[config.mk]
export PLATFORM = sky130hd
export DESIGN_NAME = acc_cpu_core
export DESIGN_NICKNAME = d
export VERILOG_FILES = /design/src/rtl/acc_cpu_pkg.sv /design/src/rtl/acc_alu.sv /design/src/rtl/acc_ctrl.sv /design/src/rtl/acc_cpu_core.sv
export SDC_FILE = /design/constraint.sdc
export NUM_CORES = 1
export LEC_CHECK = 0
export BUFFER_PORTS_ARGS = -buffer_cell sky130_fd_sc_hd__buf_2
export CAP_MARGIN = 40
export CORE_AREA = 4 4 101 103
export CTS_CLUSTER_DIAMETER = 60
export CTS_CLUSTER_SIZE = 10
export DETAILED_ROUTE_END_ITERATION = 10
export DIE_AREA = 0 0 105 107
export PLACE_DENSITY = 0.73
export SKIP_CTS_REPAIR_TIMING = 1
export SLEW_MARGIN = 20
export SYNTH_ARGS = -nofsm -noshare
export SYNTH_HDL_FRONTEND = slang
export SYNTH_HIERARCHICAL = 1
export SYNTH_SLANG_ARGS = --single-unit
[constraint.sdc]
create_clock -name clk -period 5.97 [get_ports clk]
set_input_delay 0.2985 -clock clk [delete_from_list [all_inputs] [get_ports clk]]
set_output_delay 0.2985 -clock clk [all_outputs]
set_load 0.05 [all_outputs]
[src/rtl/acc_cpu_pkg.sv]
package acc_cpu_pkg;

  // operation codes (bits 15:12 of an instruction word)
  localparam int OPC_LOAD  = 0;
  localparam int OPC_STORE = 1;
  localparam int OPC_ADD   = 2;
  localparam int OPC_SUB   = 3;
  localparam int OPC_JUMP  = 4;
  localparam int OPC_JPOS  = 5;
  localparam int OPC_JNZ   = 6;

  typedef enum logic [2:0] {
    FN_ADD,
    FN_SUB,
    FN_PASSB,
    FN_INCB,
    FN_ZERO
  } alu_fn_t;

  typedef enum logic {
    PH_EXEC  = 1'b0,
    PH_FETCH = 1'b1
  } phase_t;

endpackage

[src/rtl/acc_alu.sv]
module acc_alu import acc_cpu_pkg::*; #(
  parameter int W = 16
) (
  input  alu_fn_t        fn,
  input  logic [W-1:0]   op_a,
  input  logic [W-1:0]   op_b,
  output logic [W-1:0]   result
);

  always_comb begin
    unique case (fn)
      FN_ADD:   result = op_a + op_b;
      FN_SUB:   result = op_a - op_b;
      FN_PASSB: result = op_b;
      FN_INCB:  result = op_b + W'(1);
      default:  result = '0;
    endcase
  end

endmodule

[src/rtl/acc_ctrl.sv]
module acc_ctrl import acc_cpu_pkg::*; #(
  parameter int OP_W = 4
) (
  input  phase_t          phase,
  input  logic [OP_W-1:0] opcode,
  input  logic            acc_neg,
  input  logic            acc_zero,
  output logic            addr_from_ir,
  output logic            b_from_addr,
  output alu_fn_t         fn,
  output logic            acc_we,
  output logic            pc_we,
  output logic            ir_we,
  output logic            acc_oe,
  output logic            req,
  output logic            rnw,
  output phase_t          next_phase,
  output logic            halt
);

  logic take;

  always_comb begin
    addr_from_ir = 1'b0;
    b_from_addr  = 1'b1;
    fn           = FN_ZERO;
    acc_we       = 1'b0;
    pc_we        = 1'b0;
    ir_we        = 1'b0;
    acc_oe       = 1'b0;
    req          = 1'b0;
    rnw          = 1'b1;
    next_phase   = phase;
    halt         = 1'b0;
    take         = 1'b0;

    if (phase == PH_FETCH) begin
      // read next word at PC, PC <- PC + 1 through the ALU
      req        = 1'b1;
      fn         = FN_INCB;
      pc_we      = 1'b1;
      ir_we      = 1'b1;
      next_phase = PH_EXEC;
    end else begin
      case (opcode)
        OP_W'(OPC_LOAD), OP_W'(OPC_ADD), OP_W'(OPC_SUB): begin
          req          = 1'b1;
          addr_from_ir = 1'b1;
          b_from_addr  = 1'b0;
          acc_we       = 1'b1;
          next_phase   = PH_FETCH;
          if (opcode == OP_W'(OPC_LOAD))     fn = FN_PASSB;
          else if (opcode == OP_W'(OPC_ADD)) fn = FN_ADD;
          else                               fn = FN_SUB;
        end
        OP_W'(OPC_STORE): begin
          req          = 1'b1;
          addr_from_ir = 1'b1;
          rnw          = 1'b0;
          acc_oe       = 1'b1;
          next_phase   = PH_FETCH;
        end
        OP_W'(OPC_JUMP), OP_W'(OPC_JPOS), OP_W'(OPC_JNZ): begin
          if (opcode == OP_W'(OPC_JUMP))      take = 1'b1;
          else if (opcode == OP_W'(OPC_JPOS)) take = !acc_neg;
          else                                take = !acc_zero;
          // single-cycle fetch from target or from PC
          req          = 1'b1;
          addr_from_ir = take;
          fn           = FN_INCB;
          pc_we        = 1'b1;
          ir_we        = 1'b1;
          next_phase   = PH_EXEC;
        end
        default: halt = 1'b1;
      endcase
    end
  end

endmodule

[src/rtl/acc_cpu_core.sv]
module acc_cpu_core import acc_cpu_pkg::*; #(
  parameter int DATA_W = 16,
  parameter int ADDR_W = 12
) (
  input  logic              clk,
  input  logic              rst_n,
  output logic [ADDR_W-1:0] mem_addr,
  input  logic [DATA_W-1:0] mem_rdata,
  output logic              mem_req,
  output logic              mem_rnw,
  output logic [DATA_W-1:0] mem_wdata,
  output logic              halted
);

  localparam int OP_W = DATA_W - ADDR_W;

  phase_t            phase_q;
  logic [ADDR_W-1:0] pc_q;
  logic [DATA_W-1:0] ir_q;
  logic [DATA_W-1:0] acc_q;

  logic [OP_W-1:0]   opcode;
  logic [ADDR_W-1:0] s_field;
  logic [DATA_W-1:0] alu_b;
  logic [DATA_W-1:0] alu_y;

  logic    addr_from_ir, b_from_addr, acc_we, pc_we, ir_we, acc_oe;
  logic    req, rnw, halt;
  alu_fn_t fn;
  phase_t  next_phase;

  assign opcode  = ir_q[DATA_W-1 -: OP_W];
  assign s_field = ir_q[ADDR_W-1:0];

  acc_ctrl #(.OP_W(OP_W)) u_ctrl (
    .phase        (phase_q),
    .opcode       (opcode),
    .acc_neg      (acc_q[DATA_W-1]),
    .acc_zero     (acc_q == '0),
    .addr_from_ir (addr_from_ir),
    .b_from_addr  (b_from_addr),
    .fn           (fn),
    .acc_we       (acc_we),
    .pc_we        (pc_we),
    .ir_we        (ir_we),
    .acc_oe       (acc_oe),
    .req          (req),
    .rnw          (rnw),
    .next_phase   (next_phase),
    .halt         (halt)
  );

  assign mem_addr  = addr_from_ir ? s_field : pc_q;
  assign alu_b     = b_from_addr ? {{OP_W{1'b0}}, mem_addr} : mem_rdata;

  acc_alu #(.W(DATA_W)) u_alu (
    .fn     (fn),
    .op_a   (acc_q),
    .op_b   (alu_b),
    .result (alu_y)
  );

  assign mem_req   = req;
  assign mem_rnw   = rnw;
  assign mem_wdata = acc_oe ? acc_q : '0;
  assign halted    = halt;

  // reset parks the core in a fetch at address 0
  always_ff @(posedge clk or negedge rst_n) begin
    if (!rst_n) begin
      phase_q <= PH_FETCH;
      pc_q    <= '0;
      ir_q    <= '0;
      acc_q   <= '0;
    end else begin
      phase_q <= next_phase;
      if (acc_we) acc_q <= alu_y;
      if (pc_we)  pc_q  <= alu_y[ADDR_W-1:0];
      if (ir_we)  ir_q  <= mem_rdata;
    end
  end

  // fetch always returns to execute
  assert_fetch_then_exec_R6: assert property (@(posedge clk) disable iff (!rst_n)
    (phase_q == PH_FETCH) |=> (phase_q == PH_EXEC));

  assert_fetch_pc_step_R6: assert property (@(posedge clk) disable iff (!rst_n)
    (phase_q == PH_FETCH) |=> (pc_q == ADDR_W'($past(pc_q) + 1'b1)));

  assert_jump_target_R7: assert property (@(posedge clk) disable iff (!rst_n)
    (phase_q == PH_EXEC && opcode == OP_W'(OPC_JUMP))
      |=> (pc_q == ADDR_W'($past(s_field) + 1'b1)) && (phase_q == PH_EXEC));

  assert_store_keeps_acc_R4: assert property (@(posedge clk) disable iff (!rst_n)
    (mem_req && !mem_rnw) |=> (acc_q == $past(acc_q)));

  assert_write_only_exec_R10: assert property (@(posedge clk) disable iff (!rst_n)
    !mem_rnw |-> (mem_req && phase_q == PH_EXEC));

  assert_halt_quiet_R9: assert property (@(posedge clk) disable iff (!rst_n)
    halted |-> !mem_req);

  assert_halt_sticky_R9: assert property (@(posedge clk) disable iff (!rst_n)
    halted |=> halted && $stable(pc_q) && $stable(acc_q));

endmodule

==> summary.md <==
| Metric | Value |
|---|---|
| Met3 usage in global routing | 0.0295 |
| Status | finished clean |
| Synthesis warning total | 6 |
| Core Box Area | 9200 um2 |
| CP max-delay cell | dfrtp_1 |
| Met1 GRT Util | 0.289 |
| Initial core utilization | 0.480 |
| GRT overflow | 0 |
| Asr flop ratio synth | 1.00 |
| Final cycle utilization of the critical path | 0.749 |
| First-pass GRT wire length | a little under 20,000 um |
| # setup viols final | 0 |
| CP max FO | 6 |
| Vias per inst | about 6.2 |
| Final HPWL DP | 9100 um |
| Min-delay worst type | in2reg |
| Max cap viols | 0 |
| Die Area | around 11,000 um2 |
| Die Wd | 105 um |
| Total Routing Usage GR | 0.211 |
| Nets | about 550 |
| Sequential element share of the synthesized area | 0.256 |
| Vias in the first global route | 3,666 |
| Max Slew Vio Count | 0 |
| Final hold vios | 0 |
| TritonCTS Buffers | 5 |
| H-tree lvl count | 2 |
| DRC viols | 0 |
| Synthesized area | 4410 um2 |
| Least-Margin Pin Slew | 0.758 ns |
| Setup TNS | 0 ns |
| WL/cell | roughly 19 um |
| Placer Congestion | 0.956 |
| Min Tclk post-route | 4.47 ns |
| CP Cell Sequence | nor4_1 > and4_1 > o21a_1 > a21oi_2 > mux2_2 > mux2_2 > ha_1 > inv_1 > fa_1 > nor2b_4 > o31a_4 > nor4b_4 > nor2_2 > a211oi_1 > or4_1 > o211ai_1 > mux2_2 |
| Routed WL | 11,900 um |
| Max stage delay on crit path | 0.54 ns |
| Clock Skew | between 0.008 and 0.009 ns |
| Arrival @ worst endpoint | around 4.7 ns |
| Largest net degree at the start of global routing | 32 |
| Fillcell total | ~840 |
| Port bufs | between 40 and 50 |
| Antenna viol nets, final | 0 |
| Area Growth Syn to Fin | 10.3% |
| Synth area leader | dfrtp_1 |
| DIE HEIGHT | 107 um |
| Top post-synthesis cells by count | 49 x mux2_2, 44 x dfrtp_1, 32 x and2_1 |
| Critical Path Most Common Cell | mux2_2 |
| Row cnt | 35 |
| Clock latency on the worst-skew pair | 0.31 ns |
| Mapped Nets | 512 |
| IO Count | 49 |
| Clk pin slew, worst setup/hold paths | 0.10 ns |
| Initial antenna violation count | 0 |
| Synth top area share | 0.250 |
| Final std cells w/o fill | 615 |
| Max clock buf depth | 2 |
| Placed Instances | 605 |
| Yosys reg bits | 45 |
| Post-Syn Area per Cell | 9.55 um2 |
| Main synth FF type | dfrtp_1 |
| TritonCTS Sinks | 45 |
| Total number of vias | 3,786 |
| Crit start category | flip-flop |
| Max_slew headroom | 0.493 |
| ANT cells | 0 |
| CP Capture Type | flip-flop |
| Starting DRT DRC Count | between 300 and 400 |
| RSZ-0062 raised after global routing | false |
| Post-synth EDFFs | 0 |
| GRT Max-Usage Layer | met2 |
| CP required | 6.16 ns |
| Unique masters post-synth | 73 |
| Post-Synthesis Cells | 462 |
| Root Buffer | clkbuf_8 |
| R2R Setup Slk | 1.50 ns |
| CTS tree | yes |
| Synth top area cells | dfrtp_1 25%, mux2_2 13%, ha_1 8.5% |
| Fmax | 224 MHz |
| Critical path type | reg2reg |
| Drt pass-1 iters | 5 |
| Count leader, synth | mux2_2 |
| Layout cells sized above 1 | 0.296 |
| Met2 usage | 0.349 |
## through the flow
| stage | cell area, um2 | hold slack, ns | worst slack (ns) | util |
|---|---|---|---|---|
| finish | 4860 | 0.241 | 1.50 | 0.529 |
| global route | 4860 | 0.247 | 1.27 | 0.529 |
| CTS | 4840 | -0.0910 | 1.49 | 0.526 |
| detailed placement | 4720 | 0.240 | 1.55 | 0.513 |
| global placement | 4680 | 0.490 | 1.58 | 0.509 |
| floorplan | 4410 | 0.00291 | 2.01 | - |
## per-layer routing
layer  vias up  share of wire
met1      1806           0.44
met2       186           0.46
met4         0          0.020
met5         -              0
li1       1765              -
met3        29          0.075
## worst max-delay path: cells and delay by family (launching register included)
kind	cells	cell delay [ns]
adders and majority gates	2	0.53
buffers and inverters	1	0.09
AOI/OAI and AO/OA	5	1.32
and+or+nand+nor	6	0.90
DFF	1	0.54
muxes	3	0.98
## cell type report
class                   instances  area (um2)  share of cell area
multi-input cells             372        3070               0.632
flip-flops and latches         45        1130               0.232
repair buffers                 53         308              0.0633
well taps                     111         139              0.0286
inverters                      26        97.6              0.0201
clock buffers                   6        82.6              0.0170
clock inverters                 2        37.5             0.00772
## cells in the final DEF, fill, tap and decap left out, types with 4 or more instances in the layout
| cell | count |
|---|---|
| mux2_2 | 49 |
| buf_2 | 48 |
| dfrtp_1 | 44 |
| and2_1 | 32 |
| ha_1 | 30 |
| inv_1 | 26 |
| nand2_1 | 24 |
| a21oi_1 | 23 |
| mux2_4 | 20 |
| nor2_1 | 19 |
| o21ai_0 | 12 |
| nand2b_1 | 12 |
| nor2b_1 | 11 |
| xnor2_1 | 11 |
| nor3_1 | 10 |
| a22oi_1 | 9 |
| xor2_1 | 8 |
| clkbuf_8 | 6 |
| nand3_1 | 6 |
| o21ai_1 | 6 |
| o21a_1 | 6 |
| o211ai_1 | 6 |
| a211oi_1 | 6 |
| nor4_1 | 4 |
| o21bai_1 | 4 |
| a211o_1 | 4 |
## final timing paths
path	startpoint	to	cells past startpoint
max	acc_q[1]	acc_q[14]	17
max in group asynchronous	rst_n	phase_q	3
min in group asynchronous	rst_n	acc_q[12]	2
min	mem_rdata[9]	ir_q[9]	2
max reg2reg	acc_q[1]	acc_q[14]	17
min reg2reg	pc_q[10]	pc_q[10]	1
## cell families after synthesis
| family | Yosys count | synth area share |
|---|---|---|
| buffers and inverters | 45 | 0.0488 |
| multiplexers | 72 | 0.200 |
| AO/OA/AOI/OAI | 111 | 0.185 |
| flip-flops | 45 | 0.256 |
| adder cells (fa/ha/maj) | 32 | 0.0942 |
| AND/OR/NAND/NOR | 138 | 0.178 |
| XOR/XNOR | 19 | 0.0377 |
## flip-flops by register name, summed over array words and instances (netlist names)
name / flops
ir_q: 16
acc_q: 16
pc_q: 12
phase_q: 1
Power is left out: the tool's default activity adds up to more than one toggle a clock period on the data nets, which glitch-free logic cannot reach.
